$ cat src/rtl/alu_flag_pkg.sv
package alu_flag_pkg;

  typedef enum logic [2:0] {
    OP_ADD  = 3'd0,
    OP_ADDC = 3'd1,
    OP_AND  = 3'd2,
    OP_OR   = 3'd3,
    OP_XOR  = 3'd4,
    OP_NOT  = 3'd5,
    OP_PAS6 = 3'd6,
    OP_PAS7 = 3'd7
  } alu_op_e;

  localparam int CR_FIELD_W = 4;

  // compare code from MSB: less, greater, equal, summary overflow
  function automatic logic [CR_FIELD_W-1:0] cr_code(input logic neg,
                                                    input logic zero,
                                                    input logic so);
    cr_code = {neg, (!neg && !zero), zero, so};
  endfunction

endpackage

$ cat src/rtl/alu_flag_datapath.sv
module alu_flag_datapath
  import alu_flag_pkg::*;
#(
  parameter int WIDTH = 32
) (
  input  logic [2:0]       op_i,
  input  logic [WIDTH-1:0] a_i,
  input  logic [WIDTH-1:0] b_i,
  input  logic             ca_flag_i,
  output logic [WIDTH-1:0] result_o,
  output logic             carry_evt_o,
  output logic             ovf_evt_o,
  output logic             neg_o,
  output logic             zero_o
);

  localparam int SW = WIDTH + 1;

  function automatic logic [SW-1:0] wide_add(input logic [WIDTH-1:0] x,
                                             input logic [WIDTH-1:0] y,
                                             input logic cin);
    wide_add = {1'b0, x} + {1'b0, y} + {{WIDTH{1'b0}}, cin};
  endfunction

  function automatic logic signed_ovf(input logic xs, input logic ys,
                                      input logic rs);
    signed_ovf = (xs == ys) && (rs != xs);
  endfunction

  alu_op_e         op;
  logic [SW-1:0]   sum;
  logic            arith;

  assign op = alu_op_e'(op_i);

  always_comb begin
    arith = (op == OP_ADD) || (op == OP_ADDC);
    sum   = wide_add(a_i, b_i, (op == OP_ADDC) ? ca_flag_i : 1'b0);
    case (op)
      OP_ADD, OP_ADDC: result_o = sum[WIDTH-1:0];
      OP_AND:          result_o = a_i & b_i;
      OP_OR:           result_o = a_i | b_i;
      OP_XOR:          result_o = a_i ^ b_i;
      OP_NOT:          result_o = ~a_i;
      default:         result_o = a_i;
    endcase
    carry_evt_o = arith && sum[WIDTH];
    ovf_evt_o   = arith && signed_ovf(a_i[WIDTH-1], b_i[WIDTH-1], sum[WIDTH-1]);
    neg_o       = result_o[WIDTH-1];
    zero_o      = (result_o == '0);
  end

endmodule

$ cat src/rtl/alu_flag_xer.sv
module alu_flag_xer (
  input  logic clk_i,
  input  logic rst_i,
  input  logic oe_i,
  input  logic ca_en_i,
  input  logic ovf_evt_i,
  input  logic carry_evt_i,
  output logic so_o,
  output logic ov_o,
  output logic ca_o,
  output logic so_next_o
);

  logic so_q, ov_q, ca_q;

  assign so_next_o = so_q | (oe_i & ovf_evt_i);

  always_ff @(posedge clk_i) begin
    if (rst_i) begin
      so_q <= 1'b0;
      ov_q <= 1'b0;
      ca_q <= 1'b0;
    end else begin
      if (oe_i) begin
        ov_q <= ovf_evt_i;
        so_q <= so_next_o;
      end
      if (ca_en_i) ca_q <= carry_evt_i;
    end
  end

  assign so_o = so_q;
  assign ov_o = ov_q;
  assign ca_o = ca_q;

endmodule

$ cat src/rtl/alu_flag_cr.sv
module alu_flag_cr
  import alu_flag_pkg::*;
#(
  parameter int NFIELD = 8
) (
  input  logic                           clk_i,
  input  logic                           rst_i,
  input  logic                           wr_i,
  input  logic [CR_FIELD_W-1:0]          code_i,
  output logic [NFIELD*CR_FIELD_W-1:0]   cr_o
);

  for (genvar g = 0; g < NFIELD; g++) begin : g_field
    localparam int LSB = (NFIELD - 1 - g) * CR_FIELD_W;
    logic [CR_FIELD_W-1:0] fld_q;
    logic                  we;
    assign we = (g == 0) ? wr_i : 1'b0;
    always_ff @(posedge clk_i) begin
      if (rst_i)   fld_q <= '0;
      else if (we) fld_q <= code_i;
    end
    assign cr_o[LSB +: CR_FIELD_W] = fld_q;
  end

endmodule

$ cat src/rtl/alu_flag_unit.sv
module alu_flag_unit
  import alu_flag_pkg::*;
#(
  parameter int WIDTH  = 32,
  parameter int NFIELD = 8
) (
  input  logic                         clk_i,
  input  logic                         rst_i,
  input  logic [2:0]                   op_i,
  input  logic [WIDTH-1:0]             a_i,
  input  logic [WIDTH-1:0]             b_i,
  input  logic                         oe_i,
  input  logic                         ca_en_i,
  input  logic                         rc_i,
  output logic [WIDTH-1:0]             result_o,
  output logic                         so_o,
  output logic                         ov_o,
  output logic                         ca_o,
  output logic [NFIELD*CR_FIELD_W-1:0] cr_o
);

  localparam int CRW = NFIELD * CR_FIELD_W;

  logic                  carry_evt, ovf_evt, res_neg, res_zero, so_next;
  logic [CR_FIELD_W-1:0] cmp_code;

  alu_flag_datapath #(.WIDTH(WIDTH)) u_dp (
    .op_i(op_i), .a_i(a_i), .b_i(b_i), .ca_flag_i(ca_o),
    .result_o(result_o), .carry_evt_o(carry_evt), .ovf_evt_o(ovf_evt),
    .neg_o(res_neg), .zero_o(res_zero)
  );

  alu_flag_xer u_xer (
    .clk_i(clk_i), .rst_i(rst_i), .oe_i(oe_i), .ca_en_i(ca_en_i),
    .ovf_evt_i(ovf_evt), .carry_evt_i(carry_evt),
    .so_o(so_o), .ov_o(ov_o), .ca_o(ca_o), .so_next_o(so_next)
  );

  assign cmp_code = cr_code(res_neg, res_zero, so_next);

  alu_flag_cr #(.NFIELD(NFIELD)) u_cr (
    .clk_i(clk_i), .rst_i(rst_i), .wr_i(rc_i), .code_i(cmp_code), .cr_o(cr_o)
  );

endmodule

$ cat config.mk
export PLATFORM = sky130hd
export DESIGN_NAME = alu_flag_unit
export DESIGN_NICKNAME = d
export VERILOG_FILES = /design/src/rtl/alu_flag_pkg.sv /design/src/rtl/alu_flag_datapath.sv /design/src/rtl/alu_flag_xer.sv /design/src/rtl/alu_flag_cr.sv /design/src/rtl/alu_flag_unit.sv
export SDC_FILE = /design/constraint.sdc
export NUM_CORES = 1
export LEC_CHECK = 0
export ABC_AREA = 1
export BUFFER_PORTS_ARGS = -buffer_cell sky130_fd_sc_hd__buf_2
export CAP_MARGIN = 20
export CORE_MARGIN = 3
export CORE_UTILIZATION = 25
export DETAILED_ROUTE_END_ITERATION = 8
export SKIP_CTS_REPAIR_TIMING = 1
export SYNTH_ARGS = -nofsm -noshare
export SYNTH_HDL_FRONTEND = slang
export SYNTH_SLANG_ARGS = --single-unit
$ cat constraint.sdc
create_clock -name clk_i -period 7.57 [get_ports clk_i]
set_input_delay 1.1355 -clock clk_i [delete_from_list [all_inputs] [get_ports clk_i]]
set_output_delay 1.1355 -clock clk_i [all_outputs]
set_load 0.1 [all_outputs]
[Word level (Yosys, flattened, before mapping)]
Cells that the tools add are included.
Widths: inputs -> output; s select.
Storage, ports and cells
  register bits after elaboration: 7
  output and inout port bits: 67
  word-level logic and storage cells: 31
  input bits: 72
Cells by class
  add/sub/neg operators: 2
  reduce and logical (&&, ||, !) cells: 10
  bitwise operators: 6
  muxes and demuxes: 2
  equal/unequal tests: 7
Operators with widths (count)
  $pmux 32 s5: 1
  $add 32x32->33: 1
  $add 33x1->33: 1
  $and 32x32->32: 1
  $logic_not 32->1: 1
  $not 32->32: 1
  $or 32x32->32: 1
  $xor 32x32->32: 1
  $eq 3x2->1 const B: 2
  $eq 3x3->1 const B: 2
  $logic_and 1x1->1: 4
  $eq 3x1->1 const B: 1
  $logic_not 3->1: 1
  $logic_not 1->1: 2
  $reduce_or 2->1: 1
  $and 1x1->1: 1
  $eq 1x1->1: 1
  $logic_or 1x1->1: 1
  $mux 1: 1
  $ne 1x1->1: 1
  $or 1x1->1: 1

[Logic depth before layout (Yosys ltp)]
  word-level depth: 8
  mapped depth: 24

[By module]
Synthesis repeated with hierarchy kept, for this count alone.
Second synthesis, totals
  cells, all modules: 986
  area, all modules: 5076.1 µm²
By module, submodules not included
  alu_flag_datapath: cells an instance 916, seq. area each 0.0 µm², times used 1, area each 4570.6 µm²
  alu_flag_cr: cells an instance 55, seq. area each 80.1 µm², times used 1, area each 386.6 µm²
  alu_flag_xer: cells an instance 14, seq. area each 60.1 µm², times used 1, area each 115.1 µm²
  alu_flag_unit: cells an instance 1, seq. area each 0.0 µm², times used 1, area each 3.8 µm²

[Worst setup path after synthesis]
No wires, ideal clock.
  path kind: input to output
  from: input port op_i[1]
  to: output port result_o[30]
  setup slack: 2.207 ns
  data required time: 6.435 ns
  buffers on the path: 2
  cell stages on the path: 19
  data arrival time: 4.228 ns
  cells stage by stage: nor2_1 -> buf_2 -> buf_2 -> nand3_1 -> fa_1 -> fa_1 -> inv_1 -> nand3_1 -> nand2_1 -> nand2_1 -> nand2_1 -> nand2_1 -> nand2_1 -> nand2_1 -> nand3_1 -> nand3_1 -> nand2_1 -> nor2_1 -> inv_1
On the way
  cells in the longest elaborated chain, start to end: 4
Ends and longest elaborated chain
  start: declaration: line alu_flag_unit.sv:9  | input logic [2:0] op_i,
  $eq 3x1->1: line alu_flag_datapath.sv:38, alu_flag_datapath.sv:39
  $mux 1: line alu_flag_datapath.sv:38  | sum = wide_add(a_i, b_i, (op == OP_ADDC) ? ca_flag_i : 1'b0);
  $add 33x1->33: line alu_flag_datapath.sv:22  | wide_add = {1'b0, x} + {1'b0, y} + {{WIDTH{1'b0}}, cin};
  $pmux 32 s5 (*): line alu_flag_datapath.sv:39  | case (op)
  end: declaration: line alu_flag_unit.sv:15  | output logic [WIDTH-1:0] result_o,
Mark *: on every way between the ends. The rest lies on a longest branch, timed or not.

[Worst setup path in the final report]
Same ends and word-level chain as after synthesis.

==> out/metrics.csv <==
metric,value,unit
die_area,21600,µm²
ys_top_cells_by_area,"nand2_1, ha_1, inv_1",
drt-pass1-iter-count,5,
setup_viol,0,
cp-start-kind,primary input,
dpl-instance-area,5620,µm²
initialDrtViolationCount,461,
root_buffer,clkbuf_16,
cts_tree,built,
layout_commonest_cell,nand2_1,
pre_cts_ws,2130,ps
final_cells,1307,
die_y,147,µm
n_antenna_cell,0,
drc,0,
ys_ff_latch,7,
synth_area_per_cell,5.22,µm²
die_x,147,µm
rsz0062_at_grt,false,
fin_area,5700,µm²
boundaryPins,139,
hold_violations,0,
fin_ws,2100,ps
clockBufferDepth,2,
hold_path_class,flip-flop to flip-flop,
outcome,"complete, no violations",
path_class,primary input to output pin,
drive_gt1_share,13.7,%
total_power,746,µW
antenna_found_initial,0,
synth_flop_cell,dfxtp_1,
place_hpwl,14800,µm
multi_input_comb_area,3780,µm²
avgViaCountPerCell,4.56,
final_cell_mix,"nand2_1, inv_1, buf_2",
cpPeakStageDelay,430,ps
end_kind,output pin,
num-fill-cells,2233,
synth_top_family_by_area,simple AND/OR/NAND/NOR gates,
synth.top_cell.area_share,22.2,%
timing.max_cap.violations,0,
htreeDepth,1,
core.rowCount,50,
antenna_left,0,
cts_buffers,3,
totalWireLength,17500,µm
crit_path_cell_trace,"buf_2, nor2_2, buf_4, nand3_1, fa_1, fa_1, inv_1, nand3_1, nand2_1, nand2_1, nand2_1, nand2_1, nand2_1, nand2_1, nand3_1, nand3_1, nand2_1, nor2_1, inv_1, buf_2",
cpMostUsedCell,nand2_1,
crit_fanout,34,
cts_sinks,7,
start_util,26.0,%
routed-via-count,5962,
dp.cells,1303,
fin_nets,1186,
synth-xor-area-share,0.177,%
slew_violations,0,
synth_edf_count,0,
cp.required,6430,ps
cts.clk_slew.worst_paths,30,ps
cp.arrival,4340,ps
synth_fa_ha_area_share,16.9,%
ff_latch_area,140,µm²
tightestPinTransition,809,ps
maxSlewHeadroom,46.0,%
postLayoutCoreUtil,29.9,%
crit_path_top_delay_cell,fa_1,
max_freq,0.183,GHz
vdd_drop_max,0.0656,mV
synth-compound-area-share,14.7,%
wl_per_cell,13.4,µm
grt_pass1_wl,28600,µm
grt_use_total,15.7,%
powerDensity,131,nW/µm²
yosysTopAreaCell,nand2_1,
synth_cell_type_count,38,
port_buffers,110,
grt_start_max_net_pins,35,
finClkSkew,1.16,ps
core_region_area,19100,µm²
cp_top_family,simple AND/OR/NAND/NOR gates,
mappedNetlistArea,4960,µm²
async_reset_ff_share,0,%
muxShareOfSynthArea,0,%
grt_pass1_vias,5713,
p_leak,3.53,nW
ys_seq_area_share,2.82,%
grt-ovfl-total,0,
yosysWarnings,0,
synth-simple-area-share,42.2,%
hold_slack,455,ps
clkLatencyLatePin,230,ps
setup_tns,0,ps
fin_crit,5470,ps
syn_to_final_growth,14.9,%
gp_congestion,0.922,
path_buf_inv,5,
syn-instance-count,951,
min_period_over_period,72.3,%
[synthesized netlist by cell type, types with 3 or more instances]
| cell | instances |
|---|---|
| nand2_1 | 294 |
| inv_1 | 205 |
| nand3_1 | 88 |
| nor2_1 | 83 |
| ha_1 | 64 |
| a21oi_1 | 32 |
| buf_4 | 30 |
| o22ai_1 | 29 |
| o21ai_0 | 16 |
| inv_2 | 12 |
| buf_2 | 11 |
| nand4_1 | 10 |
| o21ai_1 | 10 |
| a221oi_2 | 8 |
| dfxtp_1 | 7 |
| nand3b_1 | 6 |
| nor3_1 | 6 |
| a221oi_1 | 5 |
| buf_6 | 4 |
| nand3_2 | 4 |
| a22oi_1 | 3 |
| o211ai_1 | 3 |
[tightest hold or removal path: stages (launching register included)]
cell and delay [ps]:
dfxtp_1 300, nand2_1 60, a21oi_1 50
[area by class of cell]
class	count	area share (%)
Clock buffer	4	1.38
Timing Repair Buffer	111	9.79
Tap cell	260	5.71
Multi-Input combinational cell	707	66.3
Sequential cell	7	2.46
Inverter	218	14.4
[per-layer routing]
metal	track usage [%]	wire length [µm]	vias to the layer above
li1	-	-	3126
met5	0	0	-
met2	26.3	7790	192
met4	2.26	192	0
met1	22.0	8270	2626
met3	2.10	1260	18
[flip-flops by register name, summed over array words and instances (netlist names)]
signal,count
u_xer.so_o,1
u_xer.ca_o,1
u_cr.g_field.fld_q,4
u_xer.ov_o,1
[power by group]
part	total, mW	internal (mW)	switching [mW]
combinational	0.616	0.130	0.486
clock	0.0898	0.0700	0.0197
sequential	0.0400	0.0390	0.000957
[cell families after synthesis]
logic type	count (synthesis)
buffers and inverters	264
and+or+nand+nor	500
DFF	7
other	1
adders and majority gates	66
AOI/OAI and AO/OA	112
xor gates and xnor gates	1
[worst paths after layout]
kind | cells after the start | end | slack (ps) | startpoint
worst min-delay path | 2 | u_xer.ov_o | 460 | u_xer.ov_o
worst min register to register | 2 | u_xer.ov_o | 460 | u_xer.ov_o
worst max-delay path | 20 | result_o[30] | 2100 | op_i[1]
worst max register to register | 21 | u_cr.g_field[0].fld_q[2] | 4140 | u_xer.ca_o
No activity file was read; power rests on OpenSTA's default activity.
